===== config.mk =====
export PLATFORM = sky130hd
export DESIGN_NAME = preset_loader
export DESIGN_NICKNAME = d
export VERILOG_FILES = /design/src/rtl/preset_loader_pkg.sv /design/src/rtl/i2c_write_engine.sv /design/src/rtl/preset_rom.sv /design/src/rtl/led_blinker.sv /design/src/rtl/preset_loader.sv
export SDC_FILE = /design/constraint.sdc
export NUM_CORES = 1
export LEC_CHECK = 0
export BUFFER_PORTS_ARGS = -buffer_cell sky130_fd_sc_hd__buf_4
export CORE_UTILIZATION = 40
export CTS_BUF_LIST = sky130_fd_sc_hd__clkbuf_8
export DETAILED_ROUTE_END_ITERATION = 10
export PLACE_DENSITY = 0.64
export SLEW_MARGIN = 20
export SYNTH_ARGS = -nofsm -noshare
export SYNTH_HDL_FRONTEND = slang
export SYNTH_MEMORY_MAX_BITS = 65536
export SYNTH_SLANG_ARGS = --single-unit

===== constraint.sdc =====
create_clock -name clk -period 3.4 [get_ports clk]
set_input_delay 0.17 -clock clk [delete_from_list [all_inputs] [get_ports clk]]
set_output_delay 0.17 -clock clk [all_outputs]
set_load 0.03 [all_outputs]

===== src/rtl/preset_loader_pkg.sv =====
`timescale 1ns/1ps
package preset_loader_pkg;

  typedef enum logic [1:0] {
    CMD_START,
    CMD_BYTE,
    CMD_STOP
  } i2c_cmd_e;

  typedef enum logic [1:0] {
    ENG_IDLE,
    ENG_START,
    ENG_BITS,
    ENG_STOP
  } eng_state_e;

  typedef enum logic [3:0] {
    SQ_WAIT,
    SQ_SEL_START,
    SQ_SEL_ADDR,
    SQ_SEL_PTR,
    SQ_SEL_BANK,
    SQ_SEL_STOP,
    SQ_DAT_START,
    SQ_DAT_ADDR,
    SQ_DAT_REG,
    SQ_DAT_BYTE,
    SQ_DAT_STOP,
    SQ_ABORT_STOP,
    SQ_DONE,
    SQ_FAIL
  } seq_state_e;

  localparam logic [7:0] DEV_WRITE_ADDR = 8'h2E;
  localparam logic [7:0] BANK_PTR_REG   = 8'hF0;

endpackage


===== src/rtl/i2c_write_engine.sv =====
`timescale 1ns/1ps
module i2c_write_engine
  import preset_loader_pkg::*;
#(
  parameter int unsigned QUARTER_CYCLES = 250
) (
  input  logic       clk,
  input  logic       rst,
  input  logic       cmd_valid,
  input  i2c_cmd_e   cmd_kind,
  input  logic [7:0] cmd_byte,
  input  logic       sda_i,
  output logic       sda_oe,
  output logic       scl_oe,
  output logic       cmd_done,
  output logic       nack,
  output logic       framing
);

  localparam int unsigned QW = $clog2(QUARTER_CYCLES + 1);

  eng_state_e  st;
  logic [QW-1:0] qcnt;
  logic [1:0]  phase;
  logic [3:0]  bitn;
  logic [7:0]  shreg;

  assign framing = (st == ENG_START) || (st == ENG_STOP);

  always_ff @(posedge clk) begin
    if (rst) begin
      st       <= ENG_IDLE;
      qcnt     <= '0;
      phase    <= '0;
      bitn     <= '0;
      shreg    <= '0;
      sda_oe   <= 1'b0;
      scl_oe   <= 1'b0;
      cmd_done <= 1'b0;
      nack     <= 1'b0;
    end else begin
      cmd_done <= 1'b0;
      if (st == ENG_IDLE) begin
        if (cmd_valid) begin
          qcnt  <= '0;
          phase <= '0;
          case (cmd_kind)
            CMD_START: st <= ENG_START;
            CMD_BYTE: begin
              st     <= ENG_BITS;
              shreg  <= cmd_byte;
              bitn   <= '0;
              nack   <= 1'b0;
              sda_oe <= ~cmd_byte[7];
            end
            default: begin
              st     <= ENG_STOP;
              sda_oe <= 1'b1;
            end
          endcase
        end
      end else if (qcnt != QW'(QUARTER_CYCLES - 1)) begin
        qcnt <= qcnt + 1'b1;
      end else begin
        qcnt  <= '0;
        phase <= phase + 1'b1;
        case (st)
          ENG_START: begin
            if (phase == 2'd0)      sda_oe <= 1'b1;
            else if (phase == 2'd1) scl_oe <= 1'b1;
            else begin
              st       <= ENG_IDLE;
              cmd_done <= 1'b1;
            end
          end
          ENG_STOP: begin
            if (phase == 2'd0)      scl_oe <= 1'b0;
            else if (phase == 2'd1) sda_oe <= 1'b0;
            else begin
              st       <= ENG_IDLE;
              cmd_done <= 1'b1;
            end
          end
          default: begin
            case (phase)
              2'd0: scl_oe <= 1'b0;
              2'd1: if (bitn == 4'd8) nack <= sda_i;
              2'd2: scl_oe <= 1'b1;
              default: begin
                if (bitn == 4'd8) begin
                  st       <= ENG_IDLE;
                  cmd_done <= 1'b1;
                end else begin
                  bitn   <= bitn + 1'b1;
                  shreg  <= {shreg[6:0], 1'b0};
                  sda_oe <= (bitn == 4'd7) ? 1'b0 : ~shreg[6];
                end
              end
            endcase
          end
        endcase
      end
    end
  end

endmodule


===== src/rtl/preset_rom.sv =====
`timescale 1ns/1ps
module preset_rom #(
  parameter int unsigned DEPTH = 576,
  parameter int unsigned AW    = 10,
  parameter int unsigned MUL   = 7,
  parameter int unsigned ADD   = 3
) (
  input  logic          clk,
  input  logic [AW-1:0] addr,
  output logic [7:0]    q
);

  logic [7:0] mem [DEPTH];

  initial begin
    for (int unsigned i = 0; i < DEPTH; i++) begin
      mem[i] = 8'((i * MUL + ADD) % 256);
    end
  end

  always_ff @(posedge clk) begin
    q <= mem[addr];
  end

endmodule


===== src/rtl/led_blinker.sv =====
`timescale 1ns/1ps
module led_blinker #(
  parameter int unsigned BLINK_CYCLES = 50_000_000
) (
  input  logic clk,
  input  logic rst,
  input  logic finished,
  input  logic failed,
  output logic led
);

  localparam int unsigned CW = $clog2(BLINK_CYCLES + 1);

  logic [CW-1:0] cnt;

  always_ff @(posedge clk) begin
    if (rst) begin
      cnt <= '0;
      led <= 1'b1;
    end else if (failed) begin
      cnt <= '0;
      led <= 1'b1;
    end else if (finished) begin
      if (cnt == CW'(BLINK_CYCLES - 1)) begin
        cnt <= '0;
        led <= ~led;
      end else begin
        cnt <= cnt + 1'b1;
      end
    end
  end

endmodule


===== src/rtl/preset_loader.sv =====
`timescale 1ns/1ps
module preset_loader
  import preset_loader_pkg::*;
#(
  parameter int unsigned DELAY_CYCLES    = 50_000_000,
  parameter int unsigned BLINK_CYCLES    = 50_000_000,
  parameter int unsigned QUARTER_CYCLES  = 250,
  parameter int unsigned NUM_BANKS       = 6,
  parameter int unsigned BANK_LEN [NUM_BANKS] = '{32, 144, 64, 128, 96, 112},
  parameter logic [7:0]  FIRST_START_REG = 8'h40,
  parameter logic [7:0]  OTHER_START_REG = 8'h00,
  parameter int unsigned ROM_MUL         = 7,
  parameter int unsigned ROM_ADD         = 3
) (
  input  logic clk,
  input  logic rst,
  input  logic sda_i,
  output logic sda_oe,
  output logic scl_oe,
  output logic done,
  output logic error,
  output logic led
);

  function automatic int unsigned len_sum(input int unsigned upto);
    int unsigned s = 0;
    for (int unsigned i = 0; i < upto; i++) s += BANK_LEN[i];
    return s;
  endfunction

  localparam int unsigned ROM_DEPTH = len_sum(NUM_BANKS);
  localparam int unsigned AW  = $clog2(ROM_DEPTH);
  localparam int unsigned LW  = $clog2(ROM_DEPTH + 1);
  localparam int unsigned BW  = (NUM_BANKS > 1) ? $clog2(NUM_BANKS) : 1;
  localparam int unsigned DW  = $clog2(DELAY_CYCLES + 1);

  logic [AW-1:0] bank_base [NUM_BANKS];
  logic [LW-1:0] bank_len  [NUM_BANKS];

  for (genvar g = 0; g < NUM_BANKS; g++) begin : g_bank
    assign bank_base[g] = AW'(len_sum(g));
    assign bank_len[g]  = LW'(BANK_LEN[g]);
  end

  seq_state_e    st, next_st;
  logic [BW-1:0] bank;
  logic [LW-1:0] idx;
  logic [DW-1:0] wait_cnt;
  logic          pend;
  logic          cmd_valid;
  i2c_cmd_e      cmd_kind, issue_kind;
  logic [7:0]    cmd_byte, issue_byte;
  logic [7:0]    rom_q;
  logic [AW-1:0] rom_addr;
  logic          eng_done, eng_nack, eng_framing;
  logic          last_bank;

  assign rom_addr  = bank_base[bank] + AW'(idx);
  assign last_bank = (bank == BW'(NUM_BANKS - 1));

  preset_rom #(
    .DEPTH(ROM_DEPTH), .AW(AW), .MUL(ROM_MUL), .ADD(ROM_ADD)
  ) u_rom (
    .clk(clk), .addr(rom_addr), .q(rom_q)
  );

  i2c_write_engine #(
    .QUARTER_CYCLES(QUARTER_CYCLES)
  ) u_eng (
    .clk(clk), .rst(rst), .cmd_valid(cmd_valid), .cmd_kind(cmd_kind),
    .cmd_byte(cmd_byte), .sda_i(sda_i), .sda_oe(sda_oe), .scl_oe(scl_oe),
    .cmd_done(eng_done), .nack(eng_nack), .framing(eng_framing)
  );

  led_blinker #(
    .BLINK_CYCLES(BLINK_CYCLES)
  ) u_led (
    .clk(clk), .rst(rst), .finished(done), .failed(error), .led(led)
  );

  always_comb begin
    issue_kind = CMD_BYTE;
    issue_byte = 8'h00;
    next_st    = st;
    case (st)
      SQ_SEL_START: begin issue_kind = CMD_START; next_st = SQ_SEL_ADDR; end
      SQ_SEL_ADDR:  begin issue_byte = DEV_WRITE_ADDR; next_st = SQ_SEL_PTR; end
      SQ_SEL_PTR:   begin issue_byte = BANK_PTR_REG; next_st = SQ_SEL_BANK; end
      SQ_SEL_BANK:  begin issue_byte = 8'(bank); next_st = SQ_SEL_STOP; end
      SQ_SEL_STOP:  begin issue_kind = CMD_STOP; next_st = SQ_DAT_START; end
      SQ_DAT_START: begin issue_kind = CMD_START; next_st = SQ_DAT_ADDR; end
      SQ_DAT_ADDR:  begin issue_byte = DEV_WRITE_ADDR; next_st = SQ_DAT_REG; end
      SQ_DAT_REG: begin
        issue_byte = (bank == '0) ? FIRST_START_REG : OTHER_START_REG;
        next_st    = SQ_DAT_BYTE;
      end
      SQ_DAT_BYTE: begin
        issue_byte = rom_q;
        next_st    = (idx == bank_len[bank]) ? SQ_DAT_STOP : SQ_DAT_BYTE;
      end
      SQ_DAT_STOP: begin
        issue_kind = CMD_STOP;
        next_st    = last_bank ? SQ_DONE : SQ_SEL_START;
      end
      SQ_ABORT_STOP: begin issue_kind = CMD_STOP; next_st = SQ_FAIL; end
      default: ;
    endcase
  end

  always_ff @(posedge clk) begin
    if (rst) begin
      st        <= SQ_WAIT;
      bank      <= '0;
      idx       <= '0;
      wait_cnt  <= '0;
      pend      <= 1'b0;
      cmd_valid <= 1'b0;
      cmd_kind  <= CMD_START;
      cmd_byte  <= '0;
      done      <= 1'b0;
      error     <= 1'b0;
    end else begin
      cmd_valid <= 1'b0;
      case (st)
        SQ_WAIT: begin
          if (wait_cnt == DW'(DELAY_CYCLES - 1)) st <= SQ_SEL_START;
          else wait_cnt <= wait_cnt + 1'b1;
        end
        SQ_DONE: done  <= 1'b1;
        SQ_FAIL: error <= 1'b1;
        default: begin
          if (!pend) begin
            cmd_valid <= 1'b1;
            cmd_kind  <= issue_kind;
            cmd_byte  <= issue_byte;
            pend      <= 1'b1;
            if (st == SQ_DAT_BYTE) idx <= idx + 1'b1;
          end else if (eng_done) begin
            pend <= 1'b0;
            if (issue_kind == CMD_BYTE && eng_nack) begin
              st <= SQ_ABORT_STOP;
            end else begin
              st <= next_st;
              if (st == SQ_DAT_STOP && !last_bank) begin
                bank <= bank + 1'b1;
                idx  <= '0;
              end
            end
          end
        end
      endcase
    end
  end

endmodule


* Word-level counts from Yosys, hierarchy flattened
Memories as Yosys holds them, arrays and structs flattened. A register that Yosys moved wholly into a read port is not among the register bits.
Index checks and enable logic that the tools add are counted.
** Operators by class
- Bitwise gates (word level) :: 11
- Order comparisons :: 1
- Equality and inequality tests :: 48
- Reductions and logical operators :: 38
- Multiplexer cells :: 81
- Add/subtract/negate cells :: 8
** Operators with widths (number)
- two-way mux 10 bit :: 9
- two-way mux 7 bit :: 8
- adder 26 x 1 -> 26 bit, second input constant :: 2
- == test 26 bit, second input constant :: 2
- two-way mux 4 bit :: 12
- case mux 4 bit (11 select lines) :: 1
- case mux 8 bit (5 select lines) :: 1
- == test 4 bit, second input constant :: 7
- two-way mux 1 bit :: 27
- two-way mux 26 bit :: 1
- two-way mux 2 bit :: 12
- two-way mux 8 bit :: 3
- AND reduction 6 bit :: 4
- == test 4 x 3 -> 1 bit, second input constant :: 5
- inequality test 2 bit, second input constant :: 8
- AND reduction 5 bit :: 3
- nonzero test 13 bit :: 1
- inequality test 2 x 1 -> 1 bit, second input constant :: 6
- OR reduction 3 bit :: 4
- adder 10 x 1 -> 10 bit, second input constant :: 1
- adder 10 bit :: 1
- == test 10 bit :: 1
- inverter 1 bit :: 10
- nonzero test 2 bit :: 5
- other kinds (28) :: 53
** Word-level totals
- Memory bits (read-only) :: 4768
- Output and inout bits :: 5
- Word-level logic and storage cells :: 211
- Register bits after elaboration :: 111
- Memories :: 3
** Memory list
- u_rom.mem :: words 576, width 8, rd ports 1, clocked after Yosys merged registers in 1, write ports 0, line preset_rom.sv:13 : logic [7:0] mem [DEPTH];
- (name not given) :: words 8, width 10, rd ports 1, clocked after Yosys merged registers in 0, write ports 0, line preset_loader.sv:99 : next_st = (idx == bank_len[bank]) ? SQ_DAT_STOP : SQ_DAT_BYTE;
- (name not given) :: words 8, width 10, rd ports 1, clocked after Yosys merged registers in 0, write ports 0, line preset_loader.sv:58 : assign rom_addr = bank_base[bank] + AW'(idx);

* Logic depth before layout (Yosys ltp)
- Depth after elaboration :: 11
- Gate-level depth with buffers :: 12

* Modules after synthesis
A second synthesis with hierarchy kept.
** Unflattened totals
- Cells, all modules :: 887
- Area, all modules :: 7199.4 sq um
** Modules (own cells, without submodules)
- preset_loader :: times used 1, area an instance 3370.7 sq um, sequential area each 1141.1 sq um, cells an instance 423
- i2c_write_engine :: times used 1, area an instance 1594.0 sq um, sequential area each 540.5 sq um, cells an instance 183
- led_blinker :: times used 1, area an instance 1320.0 sq um, sequential area each 540.5 sq um, cells an instance 151
- preset_rom :: times used 1, area an instance 914.6 sq um, sequential area each 160.2 sq um, cells an instance 130

* Worst setup path before layout
No wires, ideal clock.
- Kind :: register to register
- Start :: register bank[0]
- End :: register u_rom.q[0] (read register of u_rom.mem)
- Stages on the path, launching flop included :: 12
- Period minus slack after synthesis :: 2.788 ns
- Data required time :: 3.321 ns
- Buffers on the path :: 1
- Arrival :: 2.709 ns
- Library setup time :: 0.079 ns
- Path slack :: 0.612 ns
- Cell sequence :: dfxtp_1 > clkbuf_1 > inv_1 > ha_1 > nand2b_1 > and2_1 > ha_1 > a211oi_1 > o21ai_0 > or4_1 > mux2_2 > o211ai_1
** On the way
- Cells in the longest elaborated chain, start to end :: 5
** Ends and longest elaborated chain
- from (decl) :: line preset_loader.sv:46 : logic [BW-1:0] bank;
- from (signal assigned) :: line preset_loader.sv:145 : bank <= bank + 1'b1;
- inverter 3 -> 4 bit (not written as such) :: line preset_loader.sv:58
- memory (8 x 10 bit)
- two-way mux 10 bit (not written as such) (2 in a row) :: line preset_loader.sv:58
- adder 10 bit :: line preset_loader.sv:58
- to (decl) :: line preset_rom.sv:10 : output logic [7:0] q
No other way between the ends. The select of a mux whose other input is x is not followed.
A chain may end at the register's enable or synchronous reset.

* Worst setup path after layout
Same ends and word-level chain as after synthesis.

==> reports/results.ini <==
[logic_synthesis]
synth.cell_area_um2=6797
top_cell_type_s_share_of_synthesized_area_pct=35.05
ys_dominant_reg_cell=sky130_fd_sc_hd__dfxtp_1
post_synth_main_area_contributors=sky130_fd_sc_hd__dfxtp_1 35%, sky130_fd_sc_hd__ha_1 6.1%, sky130_fd_sc_hd__nor2_1 5.7%
ys_seq_elements=119
synth_top_cells_by_count=119 x sky130_fd_sc_hd__dfxtp_1, 103 x sky130_fd_sc_hd__nor2_1, 67 x sky130_fd_sc_hd__a21oi_1
post_synth_num_cell_types=69
synth_sequential_area_ratio_pct=35.05
synth_area_leader_cell=sky130_fd_sc_hd__dfxtp_1
synth_edf_count=0
postSynthNetCount=882
post-synth-top-count-cell=sky130_fd_sc_hd__dfxtp_1
synthesis.yosys.warnings=0
async_set_reset_flop_share_out_of_synthesis_pct=0
synth.avg_cell_area_um2=8.043
postSynthCellCount=845

[cts]
tritoncts=built
cts_max_level=4
clock_tree.buffer_depth=2
cts_resized=0
cts_sinks=119
hold_buffers=0
clock-root-buffer=sky130_fd_sc_hd__clkbuf_8
cts.reportedPaths.clkPinSlew_ps=70
cts.repair_timing.setup_buffer_count=0
clk_latency_ps=450
number_of_buffers_added_by_the_clock_tree_synthesis_step=17

[finish]
multi_input_combinational_cell_area_um2=4100
num_antenna_cells=0
nFillCells=1668
area_delta_synth_final_pct=10.09
post_route_cells_drive_above_1_share_pct=8.274
final_nets=870
finish.utilization_pct=45.12
layout.area.seq_um2=2382

[setup_path]
end_kind=flip-flop
crit_slowest_cell=sky130_fd_sc_hd__nor3b_1
path_cells=inv_1 -> ha_1 -> nand2b_1 -> and2_1 -> ha_1 -> a211oi_1 -> nor4b_1 -> nor3b_1 -> mux2_2 -> o211ai_1
timing.critical_path.mode_cell=sky130_fd_sc_hd__ha_1
path_max_fanout=9
critPathTopFamily=simple AND/OR/NAND/NOR gates
cp-start-kind=flip-flop
required_ps=3760
arr_time_crit_path_ps=3430
cp_slowest_stage_delay_ps=510
critPathKind=flip-flop to flip-flop
worstPathBufferInverterCount=1

[sta]
finalCriticalPeriod_ps=3069
tightest_slew_ps=895.1
timing.clock.skew_ps=11.53
timing.max_slew.rel_slack_pct=40.33
totalNegativeSetupSlack_ps=0
maxClockFrequency_mhz=325.9
slew_viol_final=0
postLayoutSetupSlackWorst_ps=331.4
final_hold_violations=0
grt_setup_unrepaired=no
finalSetupViolCount=0
post-route-period-util_pct=90.25

[route]
routed_wl_mm=14.70
routed_wire_length_per_instance_um=13.79
detailed_routing_iteration_count_for_the_pre_antenna_repair_pass=4
drc_errors=0
detail_route.iter0.violations=291
route.vias.total=5909
viasPerCell=5.543
antenna_left=0

[power_and_ir_drop]
power.density_cell_area_nw_per_um2=406.9
ir_drop_v=0.0002207
p_leak_nw=2.625

[floorplan]
die_h_um=132.4
initial_utilization_pct=40.98
placeableCoreArea_um2=16580
std_cell_rows=47
die_area_um2=17520
pin_count=8
dieWidth_um=132.4

[outcome]
status=finished clean

[global_route]
grt_antenna_before_repair=0
groute.usage.overall_pct=17.34
grt_max_degree=84
remaining_overflow_grt=0
via_count_of_the_first_global_routing_pass=5370
grt_first_pass_wirelength_mm=25.41

[placed_design]
dp.final_hpwl_mm=9.880
io_buffers=7
place.gp.congestion=0.8144
setup_ws_pre_cts_ps=380.8

[job]
max_cap_viol_count=0

[min_path]
hold_path.class=input pin to flip-flop

==> cell type report <==
cell class	count	area share, %
Clock buffer	18	3.311
Clock inverter	14	2.759
Timing Repair Buffer	18	1.806
Tap cell	220	3.679
Multi-Input combinational cell	641	54.80
Inverter	36	1.806
Sequential cell	119	31.84
==> worst paths after layout <==
| kind | from | to | slack (ps) | cells after the start |
|---|---|---|---|---|
| max | bank[0] | u_rom.q[0] | 330 | 10 |
| min | sda_i | u_eng.nack | 70 | 4 |
| max reg2reg | bank[0] | u_rom.q[0] | 330 | 10 |
| min reg2reg | cmd_byte[1] | cmd_byte[1] | 460 | 2 |
==> cell families after synthesis <==
| group | Yosys count | synth area share (%) |
|---|---|---|
| AND/OR/NAND/NOR | 343 | 26.14 |
| AO/OA/AOI/OAI | 202 | 19.22 |
| flip-flops | 119 | 35.05 |
| buffers and inverters | 85 | 4.805 |
| XOR/XNOR | 44 | 5.670 |
| adder cells (fa/ha/maj) | 34 | 6.370 |
| multiplexers | 18 | 2.743 |
==> power by group <==
part,switching (mW),leakage (nW),internal [mW]
clock,0.597,0.218,0.884
combinational,0.0909,1.45,0.0471
sequential,0.0180,0.959,1.41
==> through the flow <==
stage | instances | area, um^2 | total power, mW | hold slack (ps)
after floorplan | 845 | 6797 | 1.563 | 370.2
after global placement | 1034 | 7028 | 1.594 | 446.5
after detailed placement | 1034 | 7028 | 1.595 | 449.0
after CTS | 1066 | 7482 | 3.078 | 44.06
after global routing | 1066 | 7482 | 3.164 | 83.20
final | 1066 | 7482 | 3.045 | 68.93
==> routing by layer <==
layer  track usage (%)  part of all wire [%]  up-vias  routed length, um
met5                 0                     0        -                  0
met4             5.811                   1.1        0                168
met3             3.922                   2.6       18                384
met2             27.51                    46       69               6735
met1             23.13                    50     2797               7412
li1                  -                     -     3025                  -
==> tightest hold or removal path, delay by kind of cell <==
kind,cells,cell delay (ps)
buffers and inverters,2,160
AND/OR/NAND/NOR,1,90
AO/OA/AOI/OAI,1,50
==> layout by cell type (no fill, tap or decap), types with 18 or more instances in the layout <==
cell type	count
sky130_fd_sc_hd__o21ai_0	34
sky130_fd_sc_hd__o31ai_1	18
sky130_fd_sc_hd__buf_4	18
sky130_fd_sc_hd__inv_1	37
sky130_fd_sc_hd__ha_1	33
sky130_fd_sc_hd__or4_1	24
sky130_fd_sc_hd__xnor2_1	30
sky130_fd_sc_hd__clkbuf_8	18
sky130_fd_sc_hd__nand2_1	58
sky130_fd_sc_hd__nor3_1	21
sky130_fd_sc_hd__a21oi_1	67
sky130_fd_sc_hd__nor2_1	103
sky130_fd_sc_hd__dfxtp_1	119
sky130_fd_sc_hd__nand3_1	34
==> sequential cells by signal, indices dropped and copies added, names as in the netlist <==
signal,count
cmd_valid,1
error,1
u_eng.nack,1
u_eng.st,2
idx,10
pend,1
u_eng.cmd_done,1
cmd_kind,2
bank,3
u_eng.sda_oe,1
u_rom.q,8
u_eng.shreg,7
u_eng.scl_oe,1
st,4
u_led.cnt,26
u_eng.bitn,4
cmd_byte,8
done,1
u_eng.qcnt,8
u_eng.phase,2
wait_cnt,26
u_led.led,1
(Power assumes the default switching activity.)
